**src/rtl/nrzi_pkg.sv**
```systemverilog
package nrzi_pkg;
    typedef enum logic [1:0] {
        ST_IDLE  = 2'd0,
        ST_SEND  = 2'd1,
        ST_STUFF = 2'd2,
        ST_TAIL  = 2'd3
    } enc_state_t;
endpackage

```
**src/rtl/nrzi_run_counter.sv**
```systemverilog
module nrzi_run_counter #(
    parameter int RUN_LIMIT = 6,
    localparam int CW = $clog2(RUN_LIMIT + 1)
) (
    input  logic          clk,
    input  logic          rst_n,
    input  logic          clr,
    input  logic          inc,
    output logic [CW-1:0] count
);
    always_ff @(posedge clk or negedge rst_n) begin
        if (!rst_n)
            count <= '0;
        else if (clr)
            count <= '0;
        else if (inc)
            count <= count + CW'(1);
    end


    run_bound_chk: assert property (@(posedge clk) disable iff (!rst_n)
        count <= CW'(RUN_LIMIT));
endmodule

```
**src/rtl/nrzi_line_reg.sv**
```systemverilog
module nrzi_line_reg #(
    parameter logic IDLE_LEVEL = 1'b1
) (
    input  logic clk,
    input  logic rst_n,
    input  logic flip,
    input  logic park,
    output logic level
);
    always_ff @(posedge clk or negedge rst_n) begin
        if (!rst_n)
            level <= IDLE_LEVEL;
        else if (park)
            level <= IDLE_LEVEL;
        else if (flip)
            level <= ~level;
    end
endmodule

```
**src/rtl/nrzi_stuff_enc.sv**
```systemverilog
module nrzi_stuff_enc
    import nrzi_pkg::*;
#(
    parameter int   RUN_LIMIT  = 6,
    parameter logic IDLE_LEVEL = 1'b1,
    localparam int  CW = $clog2(RUN_LIMIT + 1)
) (
    input  logic clk,
    input  logic rst_n,
    input  logic bit_tick,
    input  logic in_valid,
    input  logic in_data,
    input  logic in_last,
    output logic in_ready,
    output logic line_out,
    output logic done
);
    enc_state_t    state, state_nx;
    logic [CW-1:0] run_cnt;
    logic          take, run_hit, stuff_go, tail_go;
    logic          last_pend;

    assign in_ready = (state == ST_IDLE) || (state == ST_SEND);
    assign take     = bit_tick && in_valid && in_ready;
    assign run_hit  = take && in_data && (run_cnt == CW'(RUN_LIMIT - 1));
    assign stuff_go = (state == ST_STUFF) && bit_tick;
    assign tail_go  = (state == ST_TAIL) && bit_tick;

    always_comb begin
        state_nx = state;
        unique case (state)
            ST_IDLE, ST_SEND: begin
                if (take) begin
                    if (run_hit)      state_nx = ST_STUFF;
                    else if (in_last) state_nx = ST_TAIL;
                    else              state_nx = ST_SEND;
                end
            end
            ST_STUFF: if (bit_tick) state_nx = last_pend ? ST_TAIL : ST_SEND;
            ST_TAIL:  if (bit_tick) state_nx = ST_IDLE;
            default:  state_nx = ST_IDLE;
        endcase
    end

    always_ff @(posedge clk or negedge rst_n) begin
        if (!rst_n) state <= ST_IDLE;
        else        state <= state_nx;
    end

    always_ff @(posedge clk or negedge rst_n) begin
        if (!rst_n) begin
            done      <= 1'b0;
            last_pend <= 1'b0;
        end else begin
            done <= tail_go;
            if (run_hit) last_pend <= in_last;
        end
    end

    nrzi_run_counter #(.RUN_LIMIT(RUN_LIMIT)) u_run (
        .clk   (clk),
        .rst_n (rst_n),
        .clr   ((take && !in_data) || stuff_go || (state == ST_TAIL)),
        .inc   (take && in_data),
        .count (run_cnt)
    );

    nrzi_line_reg #(.IDLE_LEVEL(IDLE_LEVEL)) u_line (
        .clk   (clk),
        .rst_n (rst_n),
        .flip  ((take && !in_data) || stuff_go),
        .park  (tail_go),
        .level (line_out)
    );


    idle_level_chk: assert property (@(posedge clk) disable iff (!rst_n)
        (state == ST_IDLE) |-> (line_out == IDLE_LEVEL));

    zero_flip_chk: assert property (@(posedge clk) disable iff (!rst_n)
        (take && !in_data) |=> (line_out != $past(line_out)));

    one_hold_chk: assert property (@(posedge clk) disable iff (!rst_n)
        (take && in_data) |=> $stable(line_out));

    stuff_follow_chk: assert property (@(posedge clk) disable iff (!rst_n)
        run_hit |=> (state == ST_STUFF && !in_ready));

    stuff_flip_chk: assert property (@(posedge clk) disable iff (!rst_n)
        stuff_go |=> (line_out != $past(line_out)));

    no_tick_hold_chk: assert property (@(posedge clk) disable iff (!rst_n)
        !bit_tick |=> $stable(line_out));

    done_idle_chk: assert property (@(posedge clk) disable iff (!rst_n)
        done |-> (state == ST_IDLE && line_out == IDLE_LEVEL));
endmodule

```
**config.mk**
```make
export PLATFORM = sky130hd
export DESIGN_NAME = nrzi_stuff_enc
export DESIGN_NICKNAME = d
export VERILOG_FILES = /design/src/rtl/nrzi_pkg.sv /design/src/rtl/nrzi_run_counter.sv /design/src/rtl/nrzi_line_reg.sv /design/src/rtl/nrzi_stuff_enc.sv
export SDC_FILE = /design/constraint.sdc
export NUM_CORES = 1
export LEC_CHECK = 0
export BUFFER_PORTS_ARGS = -buffer_cell sky130_fd_sc_hd__buf_2
export CORE_MARGIN = 2
export CORE_UTILIZATION = 35
export CTS_CLUSTER_DIAMETER = 80
export DETAILED_ROUTE_END_ITERATION = 8
export SETUP_SLACK_MARGIN = 0.05
export SKIP_CTS_REPAIR_TIMING = 1
export SYNTH_ARGS = -nofsm -noshare
export SYNTH_HDL_FRONTEND = slang
export SYNTH_SLANG_ARGS = --single-unit
```
**constraint.sdc**
```tcl
create_clock -name clk -period 1.45 [get_ports clk]
set_input_delay 0.2175 -clock clk [delete_from_list [all_inputs] [get_ports clk]]
set_output_delay 0.2175 -clock clk [all_outputs]
set_load 0.02 [all_outputs]
```
# After elaboration in Yosys (flattened, before gate mapping)

Cells that the tools add are included.

Register bits: 8
Input port bits: 6
Output and inout bits: 3
Logic and storage cells: 41

Reductions and logical operators: 16
Muxes and demuxes: 11
Equal/unequal tests: 7
$add $sub $neg: 1
Bitwise gates (word level): 1

Operator list:

| cell                | number |
|---|---|
| $mux 2              | 6 |
| $logic_and 1x1->1   | 7 |
| $mux 3              | 2 |
| $ne 2x2->1 const B  | 3 |
| $pmux 2 s3          | 1 |
| $eq 2x2->1 const B  | 2 |
| $reduce_bool 2->1   | 2 |
| $add 3x1->3 const B | 1 |
| $eq 3x3->1 const B  | 1 |
| $logic_or 1x1->1    | 3 |
| $reduce_and 3->1    | 1 |
| $eq 2x1->1 const B  | 1 |
| $logic_not 2->1     | 1 |
| $mux 1              | 2 |
| $reduce_or 2->1     | 1 |
| $logic_not 1->1     | 1 |
| $not 1->1           | 1 |

# Longest topological paths before layout

Gate-level depths: netlist of run 1.

Depth after elaboration: 8
Depth in mapped cells: 5
Gate-level depth less buffers: 5

# Hierarchy

From an unflattened synthesis of run 1, not the netlist that was laid out.

Cells, all modules: 35
Area total of the unflattened synthesis: 410.4 um^2

By module, submodules not included:

| module           | cells an instance | instances | sequential area each (um^2) | area each (um^2) |
|---|---|---|---|---|
| nrzi_stuff_enc   | 21                | 1         | 100.1                       | 232.7 |
| nrzi_run_counter | 11                | 1         | 75.1                        | 136.4 |
| nrzi_line_reg    | 3                 | 1         | 26.3                        | 41.3 |

# Worst setup path after synthesis of run 1

Ideal clock, no wire load.

Kind: register to register
Start: register u_run.count[1]
End: register last_pend
Data arrival time: 1.087 ns
Setup time: 0.128 ns
Buffers on the path: 0
Clock period less this slack: 1.215 ns
Path slack: 0.235 ns
Stages on the path, launching flop included: 6
Cell sequence: dfrtp_1 > inv_1 > ha_1 > nand2_1 > nor3_2 > mux2_1

Cells in the longest elaborated chain, start to end: 2

RTL lines:

| item                     | line                   | source |
|---|---|---|
| start: declaration       | nrzi_run_counter.sv:9  | `output logic [CW-1:0] count` |
| start signal: assignment | nrzi_run_counter.sv:17 | `count <= count + CW'(1);` |
| $eq 3x3->1               | nrzi_stuff_enc.sv:25   | `assign run_hit = take && in_data && (run_cnt == CW'(RUN_LIMIT - 1));` |
| $logic_and 1x1->1        | nrzi_stuff_enc.sv:25   |  |
| end signal: assignment   | nrzi_stuff_enc.sv:56   | `if (run_hit) last_pend <= in_last;` |
| end: declaration         | nrzi_stuff_enc.sv:21   | `logic last_pend;` |

Every way passes these cells.
A chain may end at the register's enable or synchronous reset.

# Worst setup path after layout of run 1

Start: register state[1]
End: output in_ready

Cells in the longest elaborated chain, start to end: 2
Elaborated cells between the ends (all ways): 3
Classes of those cells: 1 x eq/ne; 2 x reduce/logical

RTL lines:

| item                                                 | line                 | source |
|---|---|---|
| start: declaration                                   | nrzi_stuff_enc.sv:18 | `enc_state_t state, state_nx;` |
| start signal: assignment                             | nrzi_stuff_enc.sv:47 | `else state <= state_nx;` |
| $eq 2x1->1 / $logic_not 2->1 (equally long branches) | nrzi_stuff_enc.sv:23 | `assign in_ready = (state == ST_IDLE) \|\| (state == ST_SEND);` |
| $logic_or 1x1->1 (*)                                 | nrzi_stuff_enc.sv:23 |  |
| end: declaration                                     | nrzi_stuff_enc.sv:14 | `output logic in_ready,` |

Every way passes the cells marked *; elsewhere a longest branch is shown, timed or not.

==> impl_results.md, run 1 <==
* Crit-path max FO at 9
* Synth Register Bits at 8
* Commonest non-fill, non-tap cell in the layout: buf_2
* Area delta synth->final at 16.79%
* Setup TNS at 0 ps
* Hold path cells at 2
* Fill cell count at 130
* Worst r2r dst: last_pend
* Leak at 0.0002655 uW
* CP endpoint kind: primary output
* Critical Path Start Type: flop
* Top Ports at 9
* Setup ws final at 171.8 ps
* DR WL/cell at 12.67 um
* Global-route wire length before repair at 1.794 mm
* Clock sink count at 8
* Sw frac at 34.71%
* Worst-Margin Slew at 211.9 ps
* WHS Endpoint: last_pend
* HP Start: in_last
* Logic pwr share at 31.5%
* Pre-CTS WS at 186.2 ps
* Pwr dens at 1427 nW/um2
* Gate Count Post-Synth at 48
* Hold Crit Class: input port to flop
* Syn_nets at 56
* DIE AREA at 1744 um2
* Post-layout minimum cycle time at 1278 ps
* Finished Cell Area at 583.1 um2
* Port bufs at 8
* Via count at 385
* Reg-to-reg setup timing slack at 180 ps
* Worst VDD drop at 0.7723 mV
* Placement Cell Area at 546.8 um2
* Finished Core Util at 44.25%
* Status: complete, no violations
* Final #Nets at 69
* FMAX at 782.3 MHz
* Setup Skew at 5.786 ps
* Starting Density at 37.89%
* Core Region at 1318 um2
* Cell area after synthesis at 499.2 um2
* GRT Overall Usage at 13.84%
* WP data arrival at 1060 ps
* Clock buffer depth at 2
* N_diodes at 0
* Critical path type: flop to primary output
* Die Span Y at 41.77 um
* Synthesized area per cell at 10.40 um2
* Maxcap violations at 0
* Final Max Slew Viols at 0
* RSZ-0062 raised after global routing: no
* Fraction of layout cells with a size suffix above 1 at 30.00%
* Drt first-iter violations at 6
* Routed Antenna Nets at 0
* Sequential share of power at 45.8%
* CTS tree: done
* Num CTS Buffers at 3
* Root Driver: clkbuf_4
* Largest net degree at the start of global routing at 11
* Register area at 201.4 um2
* Vias in the first global route at 399
* DR DRC count at 0
* Cell row count at 13
* TritonRoute pass-1 iters at 3
* Die Span X at 41.77 um
* Clk_lat worst skew at 260 ps
* CTS clk-pin slew, worst paths at 60 ps
* H-Tree Depth at 1
* Hold Vio Cnt, Final at 0
* Gr ovfl total at 0
* Initial antenna violation count at 0
* Internal Pwr Total at 543.2 uW
* Clk pwr share at 22.6%
* Setup violations, final at 0
* HPWL Detailed at 681.6 um
* Sequential area share after synthesis at 40.35%
* Worst R2R Path Depth at 5
* CP required at 1230 ps
* Cell variety after synth at 29
* Via-per-instance ratio at 5.133
* Sw Pwr at 288.9 uW
* Ys Warns at 0
* Final wirelength at 950 um
* Commonest non-fill, non-tap cells in the layout: buf_2 (8), dfrtp_1 (7), a21oi_1 (4)
* Headroom to the max-slew limit at 85.75%
* Final period utilization at 88.15%
* Gpl congestion at 0.7541
* Hold slack at 193.3 ps
* Area of the multi-input gates at 267.8 um2
* Reg2reg start: u_run.count[1]
-- kinds of logic after synthesis --
group | Yosys count | share of synthesized area [%]
flops | 8 | 40.35
buf+inv | 5 | 6.015
mux | 3 | 6.516
compound gates | 14 | 18.30
simple gates | 16 | 23.81
fa+ha+maj | 2 | 5.012
-- how the worst max path moves through the flow --
stage | from | to | cells past startpoint
detailed placement | u_run.count[1] | last_pend | 5
CTS | state[1] | in_ready | 3
finish | state[1] | in_ready | 3
floorplan | u_run.count[1] | last_pend | 5
global route | state[1] | in_ready | 3
global placement | u_run.count[1] | last_pend | 5
-- stage by stage --
step,total power (uW),cells
3_3_place_gp,643.9,70
3_5_place_dp,648.0,70
4_1_cts,838.8,74
6_report,832.1,75
5_1_grt,911.7,75
2_1_floorplan,575.4,48
-- flip-flops by register name, summed over array words and instances, names as in the netlist --
name          count
done              1
u_line.level      1
u_run.count       3
last_pend         1
state             2
-- area by class of cell --
class	count	share of cell area [%]
clock buffer	4	4.506
inverter	3	1.931
multi-input combinational	35	45.92
sequential	8	34.55
tap	15	3.219
timing repair buffer	10	9.871
-- Yosys cell counts, drive strengths merged --
cell / n / area (um2)
dfrtp: 7 / 175.2
a21oi: 4 / 20.02
inv: 3 / 11.26
nand2: 3 / 18.77
o21ai: 3 / 15.01
and4b: 2 / 20.02
buf: 2 / 18.77
ha: 2 / 25.02
mux2: 2 / 22.52
nand3: 2 / 10.01
nor2b: 2 / 12.51
o2bb2ai: 2 / 17.52
o31ai: 2 / 15.01
a31oi: 1 / 6.260
a32oi: 1 / 8.760
and2: 1 / 6.260
and2b: 1 / 7.510
and3: 1 / 7.510
dfstp: 1 / 26.28
mux2i: 1 / 10.01
nand2b: 1 / 13.76
nand4b: 1 / 8.760
nor2: 1 / 3.750
nor3: 1 / 10.01
o221ai: 1 / 8.760
-- power by group through the flow --
stage | Combinational [uW] | Sequential (uW) | Clock, uW
2_1_floorplan | 189 | 386 | 0
3_3_place_gp | 262 | 382 | 0
3_5_place_dp | 265 | 383 | 0
4_1_cts | 264 | 381 | 194
5_1_grt | 302 | 399 | 212
6_report | 262 | 381 | 188
-- critical path, stage by stage (launching register included) --
cell and delay, ps:
dfrtp_1 380, buf_4 170, inv_1 90, buf_2 170
-- per-layer routing --
metal  global-route usage, %  vias to the layer above  wire length, um
li1                        -                      201                -
met1                   17.46                      174              458
met2                   18.75                        8              418
met3                   8.261                        2               60
met4                   5.806                        0               12
met5                       0                        -                0
(Power assumes the default switching activity.)
==> run 2: changes to the inputs <==
Settings changed: ABC_AREA from default to 1, CORE_AREA from default to 2 2 39 41, CORE_MARGIN 2 to default, CORE_UTILIZATION 35 to default, DIE_AREA from default to 0 0 41 43, MAX_ROUTING_LAYER from default to met4.
==> run 2 against run 1 <==
Compared with the run above:
- utilization fell by 5.6 points
- register-to-register slack improved by 110 ps
- synthesized cell count rose by 17%
- design area fell by 8.4%
- global-route usage fell by 0.78 points
- largest cell class unchanged
- highest routed layer unchanged
==> impl_results.md, run 2 <==
* Drt first-iter violations at 2
* Headroom to the max-slew limit at 83.45%
* N_diodes at 0
* Logic pwr share at 28.2%
* Die Span Y at 43 um
* DR WL/cell at 9.341 um
* HPWL Detailed at 636.6 um
* Setup violations, final at 0
* Routed Antenna Nets at 0
* Reg2reg start: u_run.count[1]
* FMAX at 843.7 MHz
* Worst R2R Path Depth at 8
* Most common cell in the netlist: nand2_1
* Fill cell count at 154
* Gate Count Post-Synth at 56
* Syn_nets at 64
* Largest net degree at the start of global routing at 9
* Yosys top cell by area: dfrtp_1
* Cell row count at 14
* Vias in the first global route at 343
* Final Max Slew Viols at 0
* Post-layout minimum cycle time at 1185 ps
* Synth Register Bits at 8
* CTS clk-pin slew, worst paths at 50 ps
* Crit path from: state[1]
* Critical path type: flop to primary output
* Crit-path max FO at 5
* Clock buffer depth at 2
* Global-route wire length before repair at 1.407 mm
* DIE AREA at 1763 um2
* Port bufs at 8
* Setup TNS at 0 ps
* Fraction of layout cells with a size suffix above 1 at 23.19%
* Status: complete, no violations
* CP required at 1230 ps
* Sw frac at 34.67%
* Ys async rst share at 100.0%
* Initial antenna violation count at 0
* Via count at 377
* RSZ-0062 raised after global routing: no
* Final #Nets at 78
* Gr ovfl total at 0
* Synthesized area per cell at 7.820 um2
* Final period utilization at 81.74%
* Root Driver: clkbuf_4
* Die Span X at 41 um
* Gpl congestion at 0.7250
* Worst VDD drop at 0.7473 mV
* Sequential share of power at 44.7%
* Critical Path End: in_ready
* Ys Warns at 0
* H-Tree Depth at 1
* Core Region at 1384 um2
* Internal Pwr Total at 457.1 uW
* Starting Density at 31.65%
* Top Ports at 9
* Top flop regs: u_run.count: 3 flops, state: 2 flops
* Synth top area cells: dfrtp_1 (40%), nand2_1 (12%), dfstp_2 (6.0%)
* Register area at 201.4 um2
* Leak at 0.0002787 uW
* Number of flops mapped to enable cells by yosys at 0
* GRT Overall Usage at 13.06%
* Final wirelength at 794 um
* Maxcap violations at 0
* Worst r2r dst: state[1]
* Top cells by count, synth: nand2_1 (14), dfrtp_1 (7), inv_1 (7)
* DR DRC count at 0
* Clock sink count at 8
* Num CTS Buffers at 3
* Clk pwr share at 27.1%
* Synth Flop Type: dfrtp_1
* HP Start: in_last
* Cell area after synthesis at 437.9 um2
* Area delta synth->final at 22.00%
* Commonest non-fill, non-tap cell in the layout: nand2_1
* Hold Vio Cnt, Final at 0
* Area of the multi-input gates at 206.4 um2
* Commonest non-fill, non-tap cells in the layout: nand2_1 (14), buf_2 (8), inv_1 (7), dfrtp_1 (7)
* CP endpoint kind: primary output
* CTS tree: done
* Clk_lat worst skew at 260 ps
* Sw Pwr at 242.6 uW
* WP data arrival at 970 ps
* Cell variety after synth at 19
* Via-per-instance ratio at 4.435
* Top reg by flops: u_run.count
* Hold slack at 230.1 ps
* Max reg flops at 3
* TritonRoute pass-1 iters at 4
* Sequential area share after synthesis at 46.00%
* Reg-to-reg setup timing slack at 290 ps
* Hold Crit Class: input port to flop
* Critical Path Start Type: flop
* Pwr dens at 1310 nW/um2
* Worst-Margin Slew at 246.4 ps
* Setup Skew at 6.918 ps
* Yosys top cell area share at 40.00%
-- run 2: final cells by class --
class	instances	area share (%)
clock buffers	4	4.918
repair buffers	9	9.368
multi-input cells	40	38.64
inverters	8	5.621
well taps	16	3.747
flip-flops and latches	8	37.70
-- run 2: layer usage --
layer / track usage, % / routed length [um]
met1: 15.79 / 397
met2: 15.94 / 333
met3: 9.424 / 49
met4: 6.000 / 14
met5: - / 0
-- run 2: power groups by stage --
stage               sequential (uW)  clock [uW]  combinational [uW]
CTS                             313         195                 200
detailed placement              317           0                 198
global route                    320         210                 228
finish                          313         190                 197
floorplan                       337           0                 118
global placement                316           0                 199
-- run 2: how the worst min path moves through the flow --
stage | end | slack (ps) | cells past startpoint
after floorplan | done | -80 | 0
after global placement | u_run.count[1] | 70 | 1
after detailed placement | u_run.count[1] | 70 | 1
after CTS | u_run.count[1] | -210 | 1
after global routing | last_pend | 250 | 3
final | last_pend | 230 | 3
-- run 2: metrics by stage --
stage / instance area, um2 / setup WS, ps / total power (uW) / utilization (%) / cells
after floorplan: 437.9 / 363.1 / 454.5 / - / 56
after global placement: 498.0 / 286.8 / 514.8 / 35.99 / 80
after detailed placement: 498.0 / 284.8 / 515.1 / 35.99 / 80
after CTS: 524.3 / 258.3 / 708.0 / 37.88 / 84
after global routing: 534.3 / 129.5 / 758.3 / 38.61 / 85
final: 534.3 / 264.7 / 699.7 / 38.61 / 85
-- run 2: kinds of logic (layout without fill, tap and decap cells) --
logic type	after synthesis	count (layout)	synth area share, %
AND/OR/NAND/NOR	29	29	29.72
adder cells (fa/ha/maj)	2	2	5.713
flip-flops	8	8	46.00
buffers and inverters	8	21	6.857
XOR/XNOR	1	1	2.000
AO/OA/AOI/OAI	8	8	9.712
-- run 2: worst max-delay path, stage by stage, from the launching register on --
cell and delay [ps]:
dfrtp_1 430, inv_2 110, buf_2 170
==> run 3: changes to the inputs <==
Settings changed: ABC_AREA 1 to 0, CORE_AREA 2 2 39 41 to default, CORE_MARGIN from default to 2, CORE_UTILIZATION from default to 35, DIE_AREA 0 0 41 43 to default.
Clock period 1.45 ns to 1.1 ns, I/O delays scaled along.
==> run 3 against run 2 <==
Compared with the run above:
- the run now ends with setup timing left
- routed wire length grew 45%
- utilization is 14 points higher
- sequential power grew 56%
- global-route usage rose by 1.0 points
- combinational power rose to 2.7 times the previous value
- critical path depth grew 3
- clock skew is 3.0 ps higher
- die area shrank 1.1%
- register-to-register slack worse by 400 ps
- total power is 81% higher
- setup slack got worse by 380 ps
- critical path type is now flop to flop
- highest routed layer unchanged
==> impl_results.md, run 3 (synthesized netlist as in run 1, its figures left out) <==
* Status: finished with violations
* Failing checks: setup timing
* Cell Chain, Critical Path: inv_1, ha_1, nand2_1, nor3_2, mux2_4
* Gr ovfl total at 0
* Hold Crit Class: input port to flop
* Gpl congestion at 0.8095
* Hold slack at 154.6 ps
* CP endpoint kind: flop
* Port bufs at 8
* Critical path type: flop to flop
* Final period utilization at 110.3%
* Register area at 201.4 um2
* Sw Pwr at 421.4 uW
* Reg-to-reg setup timing slack at -110 ps
* Clk_lat worst skew at 260 ps
* Family with the most delay on the worst path: flip-flops
* Clk pwr share at 19.1%
* Placement Cell Area at 591.8 um2
* Area delta synth->final at 37.59%
* Fraction of layout cells with a size suffix above 1 at 45.71%
* Core Region at 1318 um2
* H-Tree Depth at 1
* Top Ports at 9
* Internal Pwr Total at 842.1 uW
* Clock buffer depth at 2
* Maxcap violations at 0
* Drt first-iter violations at 5
* TritonRoute pass-1 iters at 4
* Largest net degree at the start of global routing at 10
* Worst r2r dst: last_pend
* Crit-path max FO at 2
* Die Span Y at 41.77 um
* Final Max Slew Viols at 0
* HPWL Detailed at 792.3 um
* Worst path bufs/invs at 1
* Setup violations, final at 6
* Setup ws final at -112.9 ps
* Final #Nets at 79
* Top reg by flops: u_run.count
* Vias in the first global route at 398
* Worst path max stage delay at 380 ps
* Starting Density at 37.89%
* Final wirelength at 1.148 mm
* Pwr dens at 1839 nW/um2
* Global-route wire length before repair at 1.731 mm
* N_diodes at 0
* WHS Endpoint: last_pend
* Via count at 448
* Commonest non-fill, non-tap cells in the layout: buf_4 (10), dfrtp_1 (7), buf_2 (6)
* HP Start: in_last
* Post-layout minimum cycle time at 1213 ps
* Fill cell count at 128
* Area of the multi-input gates at 277.8 um2
* Finished Cell Area at 686.9 um2
* Die Span X at 41.77 um
* CTS clk-pin slew, worst paths at 60 ps
* WP data arrival at 1360 ps
* Logic pwr share at 42.2%
* Cell row count at 13
* Worst VDD drop at 0.9597 mV
* Hold path cells at 2
* CP required at 1250 ps
* Sw frac at 33.35%
* Max reg flops at 3
* Initial antenna violation count at 0
* FMAX at 824.5 MHz
* DR WL/cell at 13.51 um
* Pre-CTS WS at -105.7 ps
* Top flop regs: u_run.count: 3 flops, state: 2 flops
* Hold Vio Cnt, Final at 0
* Routed Antenna Nets at 0
* CTS tree: done
* GRT Overall Usage at 14.09%
* Worst-Margin Slew at 188.2 ps
* DIE AREA at 1744 um2
* Commonest non-fill, non-tap cell in the layout: buf_4
* Num CTS Buffers at 3
* Critical Path Start Type: flop
* DR DRC count at 0
* Root Driver: clkbuf_4
* Via-per-instance ratio at 5.271
* Headroom to the max-slew limit at 87.35%
* Total Power at 1263 uW
* RSZ-0062 raised after global routing: yes
* Setup Skew at 9.953 ps
* Sequential share of power at 38.7%
* Setup TNS at -412.1 ps
* CP max stage cell: dfrtp_1
* Reg2reg start: u_run.count[1]
* Worst R2R Path Depth at 5
* Leak at 0.0003247 uW
* Clock sink count at 8
[run 3: cell type report]
type	count	area share, %
multi-input combinational	35	40.44
sequential	8	29.33
timing repair buffer	20	21.68
clock buffer	4	3.825
tap	15	2.732
inverter	3	2.004
[run 3: worst max path at each step]
| stage | cells after the start | slack, ps | from | end |
|---|---|---|---|---|
| finish | 5 | -110 | u_run.count[1] | last_pend |
| global route | 5 | -190 | u_run.count[0] | state[0] |
| CTS | 3 | -140 | state[1] | in_ready |
| detailed placement | 5 | -110 | u_run.count[1] | last_pend |
| global placement | 5 | -80 | u_run.count[0] | state[0] |
| floorplan | 5 | -110 | u_run.count[1] | last_pend |
[run 3: metal layers]
| layer | routed length [um] | GRT usage (%) | part of all wire (%) | vias up |
|---|---|---|---|---|
| met4 | 11 | 7.742 | 0.96 | 0 |
| met1 | 480 | 17.38 | 42 | 214 |
| met2 | 595 | 18.75 | 52 | 10 |
| li1 | - | - | - | 222 |
| met3 | 61 | 6.522 | 5.3 | 2 |
| met5 | 0 | - | 0 | - |
[run 3: metrics by stage]
stage	utilization (%)	cells
2_1_floorplan	-	48
4_1_cts	46.91	80
5_1_grt	52.14	85
3_3_place_gp	44.92	76
6_report	52.14	85
3_5_place_dp	44.92	76
[run 3: power groups by stage]
| stage | logic, uW | clock network, uW | registers (uW) |
|---|---|---|---|
| final | 533 | 241 | 489 |
| after global routing | 581 | 270 | 507 |
| after CTS | 420 | 253 | 497 |
| after detailed placement | 419 | 0 | 502 |
| after global placement | 414 | 0 | 497 |
| after floorplan | 250 | 0 | 509 |
